File: config.mk
export PLATFORM = sky130hd
export DESIGN_NAME = sadchk_pe
export DESIGN_NICKNAME = d
export VERILOG_FILES = /design/src/rtl/sadchk_pkg.sv /design/src/rtl/sadchk_seq.sv /design/src/rtl/sadchk_sad_acc.sv /design/src/rtl/sadchk_res_coder.sv /design/src/rtl/sadchk_res_check.sv /design/src/rtl/sadchk_pe.sv
export SDC_FILE = /design/constraint.sdc
export NUM_CORES = 1
export LEC_CHECK = 0
export ABC_AREA = 1
export BUFFER_PORTS_ARGS = -buffer_cell sky130_fd_sc_hd__buf_2
export CAP_MARGIN = 20
export CELL_PAD_IN_SITES_DETAIL_PLACEMENT = 2
export CELL_PAD_IN_SITES_GLOBAL_PLACEMENT = 2
export CORE_MARGIN = 2
export CORE_UTILIZATION = 38
export DETAILED_ROUTE_END_ITERATION = 6
export PLACE_DENSITY = 0.89
export SLEW_MARGIN = 20
export SYNTH_ARGS = -nofsm -noshare
export SYNTH_HDL_FRONTEND = slang
export SYNTH_SLANG_ARGS = --single-unit
File: constraint.sdc
create_clock -name clk -period 61.9 [get_ports clk]
set_input_delay 12.38 -clock clk [delete_from_list [all_inputs] [get_ports clk]]
set_output_delay 12.38 -clock clk [all_outputs]
set_load 0.05 [all_outputs]
File: src/rtl/sadchk_pkg.sv
package sadchk_pkg;

    parameter int PIX_W  = 8;
    parameter int PAIRS  = 16;
    parameter int SAD_W  = 12;
    parameter int A_BITS = 3;
    parameter int B_BITS = 4;

    localparam int POS_W = $clog2(SAD_W);
    localparam int CNT_W = $clog2(PAIRS + 1);

    typedef struct packed {
        logic [PIX_W-1:0] cur;
        logic [PIX_W-1:0] rf;
    } pix_pair_t;

    typedef enum logic [1:0] {
        ROUTE_IDLE  = 2'd0,
        ROUTE_CLEAN = 2'd1,
        ROUTE_FIX   = 2'd2
    } route_e;

    function automatic logic [PIX_W-1:0] pair_absdiff(input pix_pair_t p);
        logic [PIX_W-1:0] d;
        if (p.cur >= p.rf) d = p.cur - p.rf;
        else               d = p.rf - p.cur;
        return d;
    endfunction

    // Reduction modulo 2^k-1 by end-around folding of k-bit chunks.
    function automatic logic [15:0] fold_mod(input logic [15:0] v, input int k);
        logic [15:0] mask;
        logic [15:0] acc;
        mask = 16'((32'd1 << k) - 32'd1);
        acc  = v;
        for (int it = 0; it < 10; it++) begin
            acc = (acc & mask) + (acc >> k);
        end
        if (acc == mask) acc = '0;
        return acc;
    endfunction

endpackage

File: src/rtl/sadchk_seq.sv
module sadchk_seq
    import sadchk_pkg::*;
#(
    parameter int N_PAIRS = PAIRS,
    parameter int C_W     = CNT_W
) (
    input  logic clk,
    input  logic rst,
    input  logic start_i,
    input  logic pix_valid_i,
    output logic accept_o,
    output logic done_o
);
    localparam logic [C_W-1:0] LAST = C_W'(N_PAIRS - 1);
    localparam logic [C_W-1:0] FULL = C_W'(N_PAIRS);

    logic [C_W-1:0] count_q;
    logic           done_q;

    assign accept_o = pix_valid_i && !start_i && (count_q < FULL);
    assign done_o   = done_q;

    always_ff @(posedge clk) begin
        if (rst) begin
            count_q <= '0;
            done_q  <= 1'b0;
        end else begin
            done_q <= accept_o && (count_q == LAST);
            if (start_i)       count_q <= '0;
            else if (accept_o) count_q <= count_q + 1'b1;
        end
    end

    p_count_bounded_r3: assert property (@(posedge clk) disable iff (rst)
        count_q <= FULL);

    p_start_clears_r3: assert property (@(posedge clk) disable iff (rst)
        start_i |=> (count_q == '0));

    p_done_single_r2: assert property (@(posedge clk) disable iff (rst)
        done_q |=> !done_q);

    p_done_full_r2: assert property (@(posedge clk) disable iff (rst)
        done_q |-> (count_q == FULL));

endmodule

File: src/rtl/sadchk_sad_acc.sv
module sadchk_sad_acc
    import sadchk_pkg::*;
#(
    parameter int W = SAD_W
) (
    input  logic      clk,
    input  logic      rst,
    input  logic      start_i,
    input  logic      accept_i,
    input  pix_pair_t pair_i,
    output logic [W-1:0] sad_o
);
    logic [W-1:0] sad_q;
    logic [W-1:0] diff_w;

    assign diff_w = W'(pair_absdiff(pair_i));
    assign sad_o  = sad_q;

    always_ff @(posedge clk) begin
        if (rst || start_i) sad_q <= '0;
        else if (accept_i)  sad_q <= sad_q + diff_w;
    end

    p_acc_hold_r3: assert property (@(posedge clk) disable iff (rst)
        (!accept_i && !start_i) |=> $stable(sad_q));

endmodule

File: src/rtl/sadchk_res_coder.sv
module sadchk_res_coder
    import sadchk_pkg::*;
#(
    parameter int K = A_BITS
) (
    input  logic      clk,
    input  logic      rst,
    input  logic      start_i,
    input  logic      accept_i,
    input  pix_pair_t pair_i,
    output logic [K-1:0] res_o
);
    localparam logic [K-1:0] MODV = '1;

    logic [K-1:0] res_q;
    logic [K-1:0] pair_res;
    logic [K-1:0] next_res;

    always_comb begin
        pair_res = K'(fold_mod(16'(pair_absdiff(pair_i)), K));
        next_res = K'(fold_mod(16'(res_q) + 16'(pair_res), K));
    end

    assign res_o = res_q;

    always_ff @(posedge clk) begin
        if (rst || start_i) res_q <= '0;
        else if (accept_i)  res_q <= next_res;
    end

    p_res_range_r4: assert property (@(posedge clk) disable iff (rst)
        res_q < MODV);

endmodule

File: src/rtl/sadchk_res_check.sv
module sadchk_res_check
    import sadchk_pkg::*;
#(
    parameter int K = A_BITS,
    parameter int W = SAD_W
) (
    input  logic         clk,
    input  logic         rst,
    input  logic [W-1:0] word_i,
    input  logic [K-1:0] pred_i,
    output logic         mismatch_o,
    output logic [K-1:0] syn_o
);
    localparam logic [K-1:0] MODV = '1;

    logic [K-1:0] word_res;

    always_comb begin
        word_res   = K'(fold_mod(16'(word_i), K));
        syn_o      = K'(fold_mod(16'(word_res) + 16'(MODV - pred_i), K));
        mismatch_o = (word_res != pred_i);
    end

    p_syn_zero_iff_match_r7: assert property (@(posedge clk) disable iff (rst)
        mismatch_o == (syn_o != '0));

endmodule

File: src/rtl/sadchk_pe.sv
module sadchk_pe
    import sadchk_pkg::*;
(
    input  logic              clk,
    input  logic              rst,
    input  logic              start_i,
    input  logic              pix_valid_i,
    input  logic [PIX_W-1:0]  cur_i,
    input  logic [PIX_W-1:0]  ref_i,
    input  logic              flip_en_i,
    input  logic [POS_W-1:0]  flip_pos_i,
    output logic [SAD_W-1:0]  sad_o,
    output logic [A_BITS-1:0] res_a_o,
    output logic [B_BITS-1:0] res_b_o,
    output logic [A_BITS-1:0] syn_a_o,
    output logic [B_BITS-1:0] syn_b_o,
    output logic              err_o,
    output logic              clean_valid_o,
    output logic              fix_valid_o
);
    pix_pair_t        pair;
    logic             accept;
    logic             done;
    logic [SAD_W-1:0] sad_raw;
    logic [SAD_W-1:0] flip_mask;
    logic [SAD_W-1:0] word;
    logic             mis_a;
    logic             mis_b;
    route_e           route;

    assign pair = '{cur: cur_i, rf: ref_i};

    sadchk_seq #(.N_PAIRS(PAIRS), .C_W(CNT_W)) u_seq (
        .clk(clk), .rst(rst), .start_i(start_i), .pix_valid_i(pix_valid_i),
        .accept_o(accept), .done_o(done)
    );

    sadchk_sad_acc #(.W(SAD_W)) u_acc (
        .clk(clk), .rst(rst), .start_i(start_i), .accept_i(accept),
        .pair_i(pair), .sad_o(sad_raw)
    );

    sadchk_res_coder #(.K(A_BITS)) u_coder_a (
        .clk(clk), .rst(rst), .start_i(start_i), .accept_i(accept),
        .pair_i(pair), .res_o(res_a_o)
    );

    sadchk_res_coder #(.K(B_BITS)) u_coder_b (
        .clk(clk), .rst(rst), .start_i(start_i), .accept_i(accept),
        .pair_i(pair), .res_o(res_b_o)
    );

    always_comb begin
        if (flip_en_i && ({1'b0, flip_pos_i} < (POS_W+1)'(SAD_W)))
            flip_mask = SAD_W'(1) << flip_pos_i;
        else
            flip_mask = '0;
    end

    assign word  = sad_raw ^ flip_mask;
    assign sad_o = word;

    sadchk_res_check #(.K(A_BITS), .W(SAD_W)) u_chk_a (
        .clk(clk), .rst(rst), .word_i(word), .pred_i(res_a_o),
        .mismatch_o(mis_a), .syn_o(syn_a_o)
    );

    sadchk_res_check #(.K(B_BITS), .W(SAD_W)) u_chk_b (
        .clk(clk), .rst(rst), .word_i(word), .pred_i(res_b_o),
        .mismatch_o(mis_b), .syn_o(syn_b_o)
    );

    always_comb begin
        if (!done)              route = ROUTE_IDLE;
        else if (mis_a | mis_b) route = ROUTE_FIX;
        else                    route = ROUTE_CLEAN;
    end

    assign err_o         = (route == ROUTE_FIX);
    assign clean_valid_o = (route == ROUTE_CLEAN);
    assign fix_valid_o   = (route == ROUTE_FIX);

    p_paths_exclusive_r6: assert property (@(posedge clk) disable iff (rst)
        !(clean_valid_o && fix_valid_o));

    p_no_flip_clean_r5: assert property (@(posedge clk) disable iff (rst)
        (done && !flip_en_i) |-> (clean_valid_o && !err_o));

    p_flip_detected_r5: assert property (@(posedge clk) disable iff (rst)
        (done && flip_en_i && ({1'b0, flip_pos_i} < (POS_W+1)'(SAD_W))) |-> err_o);

    p_flip_single_bit_r8: assert property (@(posedge clk) disable iff (rst)
        $countones(sad_o ^ sad_raw) <= 1);

endmodule

==> results.py, run 1 <==
metrics = {
    "worst_setup_path": {
        "critPathCaptureType": "output pin",
        "crit_type": "input port to output pin",
        "path_common_cell": "ha_1",
        "crit_arrival_ns": 28.80,
        "cp_data_required_time_ns": 49.52,
        "critical_path.max_stage_delay_ns": 0.47,
        "startpoint_type": "input port",
        "cp_slowest_cell": "fa_1",
        "worstPathMaxFanout": 4,
    },
    "timing": {
        "finalHoldViolCount": 0,
        "setup_viol": 0,
        "fin_crit_ns": 41.18,
        "fmax_mhz": 24.28,
        "timing.setup.tns_ns": 0,
        "maxSlewViolCount": 0,
        "fin_worst_skew_ns": 0.003727,
        "final.period_utilization": 0.6653,
        "rsz0062_at_grt": "no",
        "relSlewSlack": 0.5225,
        "tightest_slew_ns": 0.7097,
    },
    "synthesis": {
        "yosysUniqueCellTypes": 33,
        "synth_fp_nets": 1540,
        "synthTopCellsByArea": "ha_1 32%, nand2_1 14%, inv_1 9.8%",
        "synth_area_mm2": 0.008337,
        "synth-seq-cells": 25,
        "syn_inst": 1286,
        "syn_avg_cell_area_um2": 6.483,
        "synth_warnings": 0,
        "synth_largest_area_cell": "ha_1",
        "synth_seq_area_share": 0.06003,
        "synth_top_area_frac": 0.3182,
    },
    "routing": {
        "wl_per_cell_um": 17.57,
        "remaining_drc_errors": 0,
        "routed_wl_um": 28470,
        "drtIter0Drc": 189,
        "detailroute.via_count": 8663,
        "dr.pass1.iters": 4,
        "via_per_inst": 5.348,
        "drtAntennaViolNets": 0,
    },
    "global_route": {
        "grt_pass1_vias": 10310,
        "grt_antenna_before_repair": 2,
        "grt_max_degree": 31,
        "grt_overflow": 0,
        "grt_pass1_wl_um": 49160,
        "grtUsageTotal": 0.2509,
    },
    "clock_network": {
        "postCtsSetupBuffers": 0,
        "cts_made_buffers": 3,
        "clock_sinks": 25,
        "cts-htree-levels": 1,
        "cts_resized": 0,
        "cts_hold_buffers": 0,
        "clk_pin_slew_ns": 0.08,
        "clk_latency_ns": 0.28,
        "root_buffer": "clkbuf_16",
        "cts_tree": "done",
        "ctsLongestPathBuffers": 2,
    },
    "die": {
        "dieArea_mm2": 0.02314,
        "initial_core_util": 0.3844,
        "fp.dieH_um": 152.1,
        "io_pins": 54,
        "fp.dieW_um": 152.1,
        "num_rows": 54,
        "core-area_mm2": 0.02169,
    },
    "place": {
        "hpwl_um": 24920,
        "place_area_mm2": 0.008934,
        "numPortBuffers": 53,
        "place_congestion": 0.8206,
    },
    "final_layout": {
        "multi_input_area_mm2": 0.006995,
        "fin_nets": 1593,
        "seqCellArea_um2": 500.5,
        "fillers": 2769,
        "syn2layout_area_growth_pct": 8.224,
        "layout-drive-gt1-share": 0.05082,
        "final_area_mm2": 0.009022,
    },
    "status": {
        "status": "finished clean",
    },
    "job": {
        "max-cap-violations": 0,
    },
    "min_path": {
        "hold_class": "register to register",
    },
}
[cells by family after synthesis]
| logic type | count (synthesis) | share of synthesized area |
|---|---|---|
| muxes | 3 | 0.003602 |
| buffers and inverters | 223 | 0.1009 |
| and+or+nand+nor | 600 | 0.3026 |
| DFF | 25 | 0.06003 |
| AOI/OAI and AO/OA | 120 | 0.07970 |
| xor gates and xnor gates | 85 | 0.09380 |
| adders and majority gates | 229 | 0.3590 |
| other | 1 | 0.0004498 |
[synth_stat cells (all sizes together)]
cell type / instances
o21bai: 8
nor3b: 1
xnor2: 16
or2: 3
nand4: 11
nand3b: 12
a31oi: 5
xor2: 69
buf: 1
nor4: 3
nor2: 119
a211oi: 1
nand3: 128
conb: 1
a21oi: 69
fa: 17
o21ai: 25
nand2: 313
a21boi: 7
o311ai: 1
nor3: 9
clkbuf: 5
ha: 212
and3: 1
o21a: 1
inv: 217
mux2i: 3
a21o: 3
dfxtp: 25
[final timing paths]
path | from | to | slack, ns | cells past startpoint
min reg2reg | u_seq.count_q[3]$_SDFFE_PP0P_ | u_seq.count_q[3]$_SDFFE_PP0P_ | 0.48 | 1
max reg2reg | u_coder_b.res_o[0]$_SDFFE_PP0P_ | u_coder_b.res_o[2]$_SDFFE_PP0P_ | 53.29 | 49
max | flip_pos_i[3] | syn_b_o[2] | 20.72 | 106
min | u_seq.count_q[3]$_SDFFE_PP0P_ | u_seq.count_q[3]$_SDFFE_PP0P_ | 0.48 | 1
[cells in the final DEF (no fill, tap or decap), drive strengths merged, types with 5 or more instances in the layout]
master / synthesis / final
a21boi: 7 / 7
a21oi: 69 / 69
a31oi: 5 / 5
buf: 1 / 54
dfxtp: 25 / 25
fa: 17 / 17
ha: 212 / 212
inv: 217 / 218
nand2: 313 / 313
nand3: 128 / 128
nand3b: 12 / 12
nand4: 11 / 11
nor2: 119 / 119
nor3: 9 / 9
o21ai: 25 / 25
o21bai: 8 / 8
xnor2: 16 / 16
xor2: 69 / 69
[worst max-delay path, delay by kind of cell]
kind,cells,cell delay (ns)
and+or+nand+nor,43,4.62
buffers and inverters,10,1.13
xor gates and xnor gates,4,0.78
adders and majority gates,40,8.50
AOI/OAI and AO/OA,9,1.38
[layout make-up]
cell class | instances | area share
clock buffers | 3 | 0.008321
clock inverters | 1 | 0.0009707
flip-flops and latches | 25 | 0.05547
well taps | 280 | 0.03883
inverters | 217 | 0.09028
multi-input cells | 1038 | 0.7753
repair buffers | 54 | 0.03023
diodes | 2 | 0.0005547
[registers in the layout, summed over array words and instances, names as in the netlist]
register	cells
u_coder_b.res_o	4
u_seq.done_o	1
u_acc.sad_o	12
u_seq.count_q	5
u_coder_a.res_o	3
[per-stage QoR]
stage               instances  hold WS (ns)  setup WS, ns  utilization
global route             1620        0.5153         18.96       0.4160
global placement         1614        0.4402         22.17       0.4119
floorplan                1286        0.4221         21.66            -
CTS                      1618        0.4803         20.54       0.4158
detailed placement       1614        0.4657         20.66       0.4119
finish                   1620        0.4849         20.72       0.4160
[routing by layer]
metal | vias up | global-route usage | share of wire
li1 | 4273 | - | -
met1 | 4215 | 0.2470 | 0.38
met2 | 112 | 0.5345 | 0.58
met3 | 63 | 0.01825 | 0.013
met4 | 0 | 0.08901 | 0.030
met5 | - | 0 | 0
Power of run 1 is not shown: default switching activity piles up to over one toggle a cycle in this logic, so the estimate is an artifact.
==> run 2, diff against run 1 <==
--- a/config.mk
+++ b/config.mk
@@ -5,15 +5,15 @@
 export SDC_FILE = /design/constraint.sdc
 export NUM_CORES = 1
 export LEC_CHECK = 0
-export ABC_AREA = 1
+export ABC_AREA = 0
 export BUFFER_PORTS_ARGS = -buffer_cell sky130_fd_sc_hd__buf_2
 export CAP_MARGIN = 20
 export CELL_PAD_IN_SITES_DETAIL_PLACEMENT = 2
 export CELL_PAD_IN_SITES_GLOBAL_PLACEMENT = 2
 export CORE_MARGIN = 2
-export CORE_UTILIZATION = 38
+export CORE_UTILIZATION = 36
 export DETAILED_ROUTE_END_ITERATION = 6
-export PLACE_DENSITY = 0.89
+export PLACE_DENSITY = 0.8
 export SLEW_MARGIN = 20
 export SYNTH_ARGS = -nofsm -noshare
 export SYNTH_HDL_FRONTEND = slang
==> constraint.sdc (replaced) <==
create_clock -name clk -period 34 [get_ports clk]
set_input_delay 6.8 -clock clk [delete_from_list [all_inputs] [get_ports clk]]
set_output_delay 6.8 -clock clk [all_outputs]
set_load 0.05 [all_outputs]
==> run 2 against run 1 <==
Register-to-register slack got worse by 28 ns. Clock skew increased by 0.0026 ns. Worst hold slack improved by 0.013 ns. Global-route usage decreased by 7.0 points. Final cell count decreased by 20%. Synthesized area decreased by 1.2%. Critical endpoint is now syn_b_o[1]. Largest cell class unchanged.
==> results.py, run 2 <==
metrics = {
    "worst_setup_path": {
        "r2r_start": "u_coder_b.res_o[0]$_SDFFE_PP0P_",
        "crit_arrival_ns": 23.48,
        "path_common_cell": "ha_1",
        "path_buf_inv": 5,
        "reg2reg_to": "u_coder_b.res_o[2]$_SDFFE_PP0P_",
        "critical_path.max_stage_delay_ns": 0.49,
        "worstPathMaxFanout": 7,
        "reg2reg_depth": 39,
        "path_depth": 85,
        "path_delay_family": "adder cells",
        "cp_slowest_cell": "fa_1",
        "r2r_slack_ns": 25.36,
        "crit_type": "input port to output pin",
        "cp_data_required_time_ns": 27.20,
        "startpoint_type": "input port",
        "critPathCaptureType": "output pin",
        "endpoint": "syn_b_o[1]",
        "crit_path_start": "flip_pos_i[3]",
    },
    "clock_network": {
        "postCtsSetupBuffers": 0,
        "root_buffer": "clkbuf_16",
        "cts-htree-levels": 1,
        "clk_latency_ns": 0.27,
        "cts_resized": 0,
        "clk_pin_slew_ns": 0.07,
        "ctsLongestPathBuffers": 2,
        "clock_sinks": 25,
        "cts_made_buffers": 3,
        "cts_hold_buffers": 0,
        "cts_tree": "done",
    },
    "synthesis": {
        "synth_top_area_frac": 0.3221,
        "syn_avg_cell_area_um2": 8.568,
        "synth-edff-count": 0,
        "syn_inst": 961,
        "synth_commonest_cells": "212 x ha_1, 98 x xnor2_1, 90 x nand2_1, 68 x xor2_1, 59 x inv_1",
        "synth_area_mm2": 0.008234,
        "synth_largest_area_cell": "ha_1",
        "ys_async_sr_fraction": 0,
        "yosysUniqueCellTypes": 68,
        "synth-seq-cells": 25,
        "synth_warnings": 0,
        "synthTopCellsByArea": "ha_1 32%, xnor2_1 10%, xor2_1 7.2%",
        "synth_seq_area_share": 0.06078,
        "synth_fp_nets": 1215,
        "yosysMostFrequentCell": "ha_1",
        "synth_flop_cell": "dfxtp_1",
    },
    "final_layout": {
        "layout_common_cells": "212 x ha_1, 98 x xnor2_1, 90 x nand2_1, 68 x xor2_1, 59 x inv_1",
        "layoutNonFillerInstCount": 1293,
        "final_common_cell": "ha_1",
        "largest_reg_flops": 12,
        "syn2layout_area_growth_pct": 7.993,
        "fin_nets": 1262,
        "layout-drive-gt1-share": 0.08044,
    },
    "routing": {
        "drtIter0Drc": 167,
        "wl_per_cell_um": 16.19,
        "detailroute.via_count": 6935,
        "routed_wl_um": 20940,
        "drtAntennaViolNets": 0,
        "dr.pass1.iters": 4,
        "via_per_inst": 5.363,
        "remaining_drc_errors": 0,
    },
    "global_route": {
        "grt_max_degree": 22,
        "grtUsageTotal": 0.1807,
        "grt_overflow": 0,
        "grt_pass1_wl_um": 36890,
        "grt_pass1_vias": 7776,
        "grt_antenna_before_repair": 1,
    },
    "timing": {
        "fmax_mhz": 33.02,
        "timing.setup.tns_ns": 0,
        "fin_crit_ns": 30.28,
        "tightest_slew_ns": 0.8816,
        "relSlewSlack": 0.4084,
        "finalHoldViolCount": 0,
        "fin_worst_skew_ns": 0.006335,
        "setup_viol": 0,
        "worst_slack_ns": 3.715,
        "maxSlewViolCount": 0,
        "final.period_utilization": 0.8907,
        "hold-worst-slack_ns": 0.4982,
        "rsz0062_at_grt": "no",
    },
    "place": {
        "hpwl_um": 18560,
        "place_congestion": 0.8115,
        "post-place-cells": 1288,
        "dp_slack_ns": 3.596,
        "numPortBuffers": 53,
    },
    "die": {
        "initial_core_util": 0.3648,
        "fp.dieW_um": 155.2,
        "io_pins": 54,
        "dieArea_mm2": 0.02410,
        "core-area_mm2": 0.02257,
        "fp.dieH_um": 155.2,
        "num_rows": 55,
    },
    "status": {
        "status": "finished clean",
    },
    "job": {
        "max-cap-violations": 0,
    },
    "min_path": {
        "hold_class": "register to register",
    },
}
==> run 2: cell types whose count changed after synthesis, sizes merged, moves of 10 or more <==
cell and delta:
a21oi -14, xnor3 +10, xnor2 +90, and2 +11, o21ai -10, inv -158
nand2 -223, and3 +38, nor2b +18, a21o +23, nand3 -111, nor2 -69
==> run 2: metal layers <==
| metal | track usage | wire length, um | vias up | part of all wire |
|---|---|---|---|---|
| met3 | 0.01337 | 320 | 14 | 0.015 |
| met4 | 0.01879 | 193 | 0 | 0.0092 |
| met5 | 0 | 0 | - | 0 |
| li1 | - | - | 3494 | - |
| met1 | 0.2134 | 9034 | 3367 | 0.43 |
| met2 | 0.3642 | 11390 | 60 | 0.54 |
==> run 2: worst reg2reg max path, delay by kind of cell, from the launching register on <==
kind,cells,cell delay [ns]
buffers and inverters,2,0.17
AOI/OAI and AO/OA,5,1.02
and+or+nand+nor,9,1.48
adders and majority gates,19,4.54
xor gates and xnor gates,4,1.01
DFF,1,0.34
==> run 2: cell type report <==
class | count | area [um^2]
Multi-Input combinational cell | 865 | 7463
Clock buffer | 4 | 78.83
Timing Repair Buffer | 53 | 265.3
Sequential cell | 25 | 500.5
Antenna cell | 1 | 2.502
Fill cell | 2610 | 13680
Inverter | 60 | 225.2
Tap cell | 285 | 356.6
==> run 2: how the worst min path moves through the flow <==
stage / startpoint / end / slack, ns / cells after the start
2_1_floorplan: u_seq.count_q[4]$_SDFFE_PP0P_ / u_seq.count_q[4]$_SDFFE_PP0P_ / 0.45 / 2
3_3_place_gp: u_seq.count_q[1]$_SDFFE_PP0P_ / u_seq.count_q[1]$_SDFFE_PP0P_ / 0.46 / 2
3_5_place_dp: u_seq.count_q[4]$_SDFFE_PP0P_ / u_seq.count_q[4]$_SDFFE_PP0P_ / 0.49 / 2
4_1_cts: u_seq.count_q[1]$_SDFFE_PP0P_ / u_seq.count_q[1]$_SDFFE_PP0P_ / 0.50 / 2
5_1_grt: u_seq.count_q[1]$_SDFFE_PP0P_ / u_seq.count_q[1]$_SDFFE_PP0P_ / 0.52 / 2
6_report: u_seq.count_q[1]$_SDFFE_PP0P_ / u_seq.count_q[1]$_SDFFE_PP0P_ / 0.50 / 2
==> run 2: logic make-up (layout without fill, tap and decap cells) <==
family	after synthesis	count (layout)	synth area share
xor gates and xnor gates	188	188	0.2331
DFF	25	25	0.06078
other	1	2	0.0004554
buffers and inverters	71	117	0.03282
and+or+nand+nor	277	277	0.1702
muxes	8	8	0.01003
AOI/OAI and AO/OA	160	160	0.1267
adders and majority gates	231	231	0.3659
==> run 2: per-stage QoR <==
step           utilization  cell area [um^2]
3_3_place_gp        0.3904              8811
4_1_cts             0.3938              8890
2_1_floorplan            -              8234
6_report            0.3940              8892
3_5_place_dp        0.3904              8811
5_1_grt             0.3940              8892
Power of run 2 is left out for the same reason.
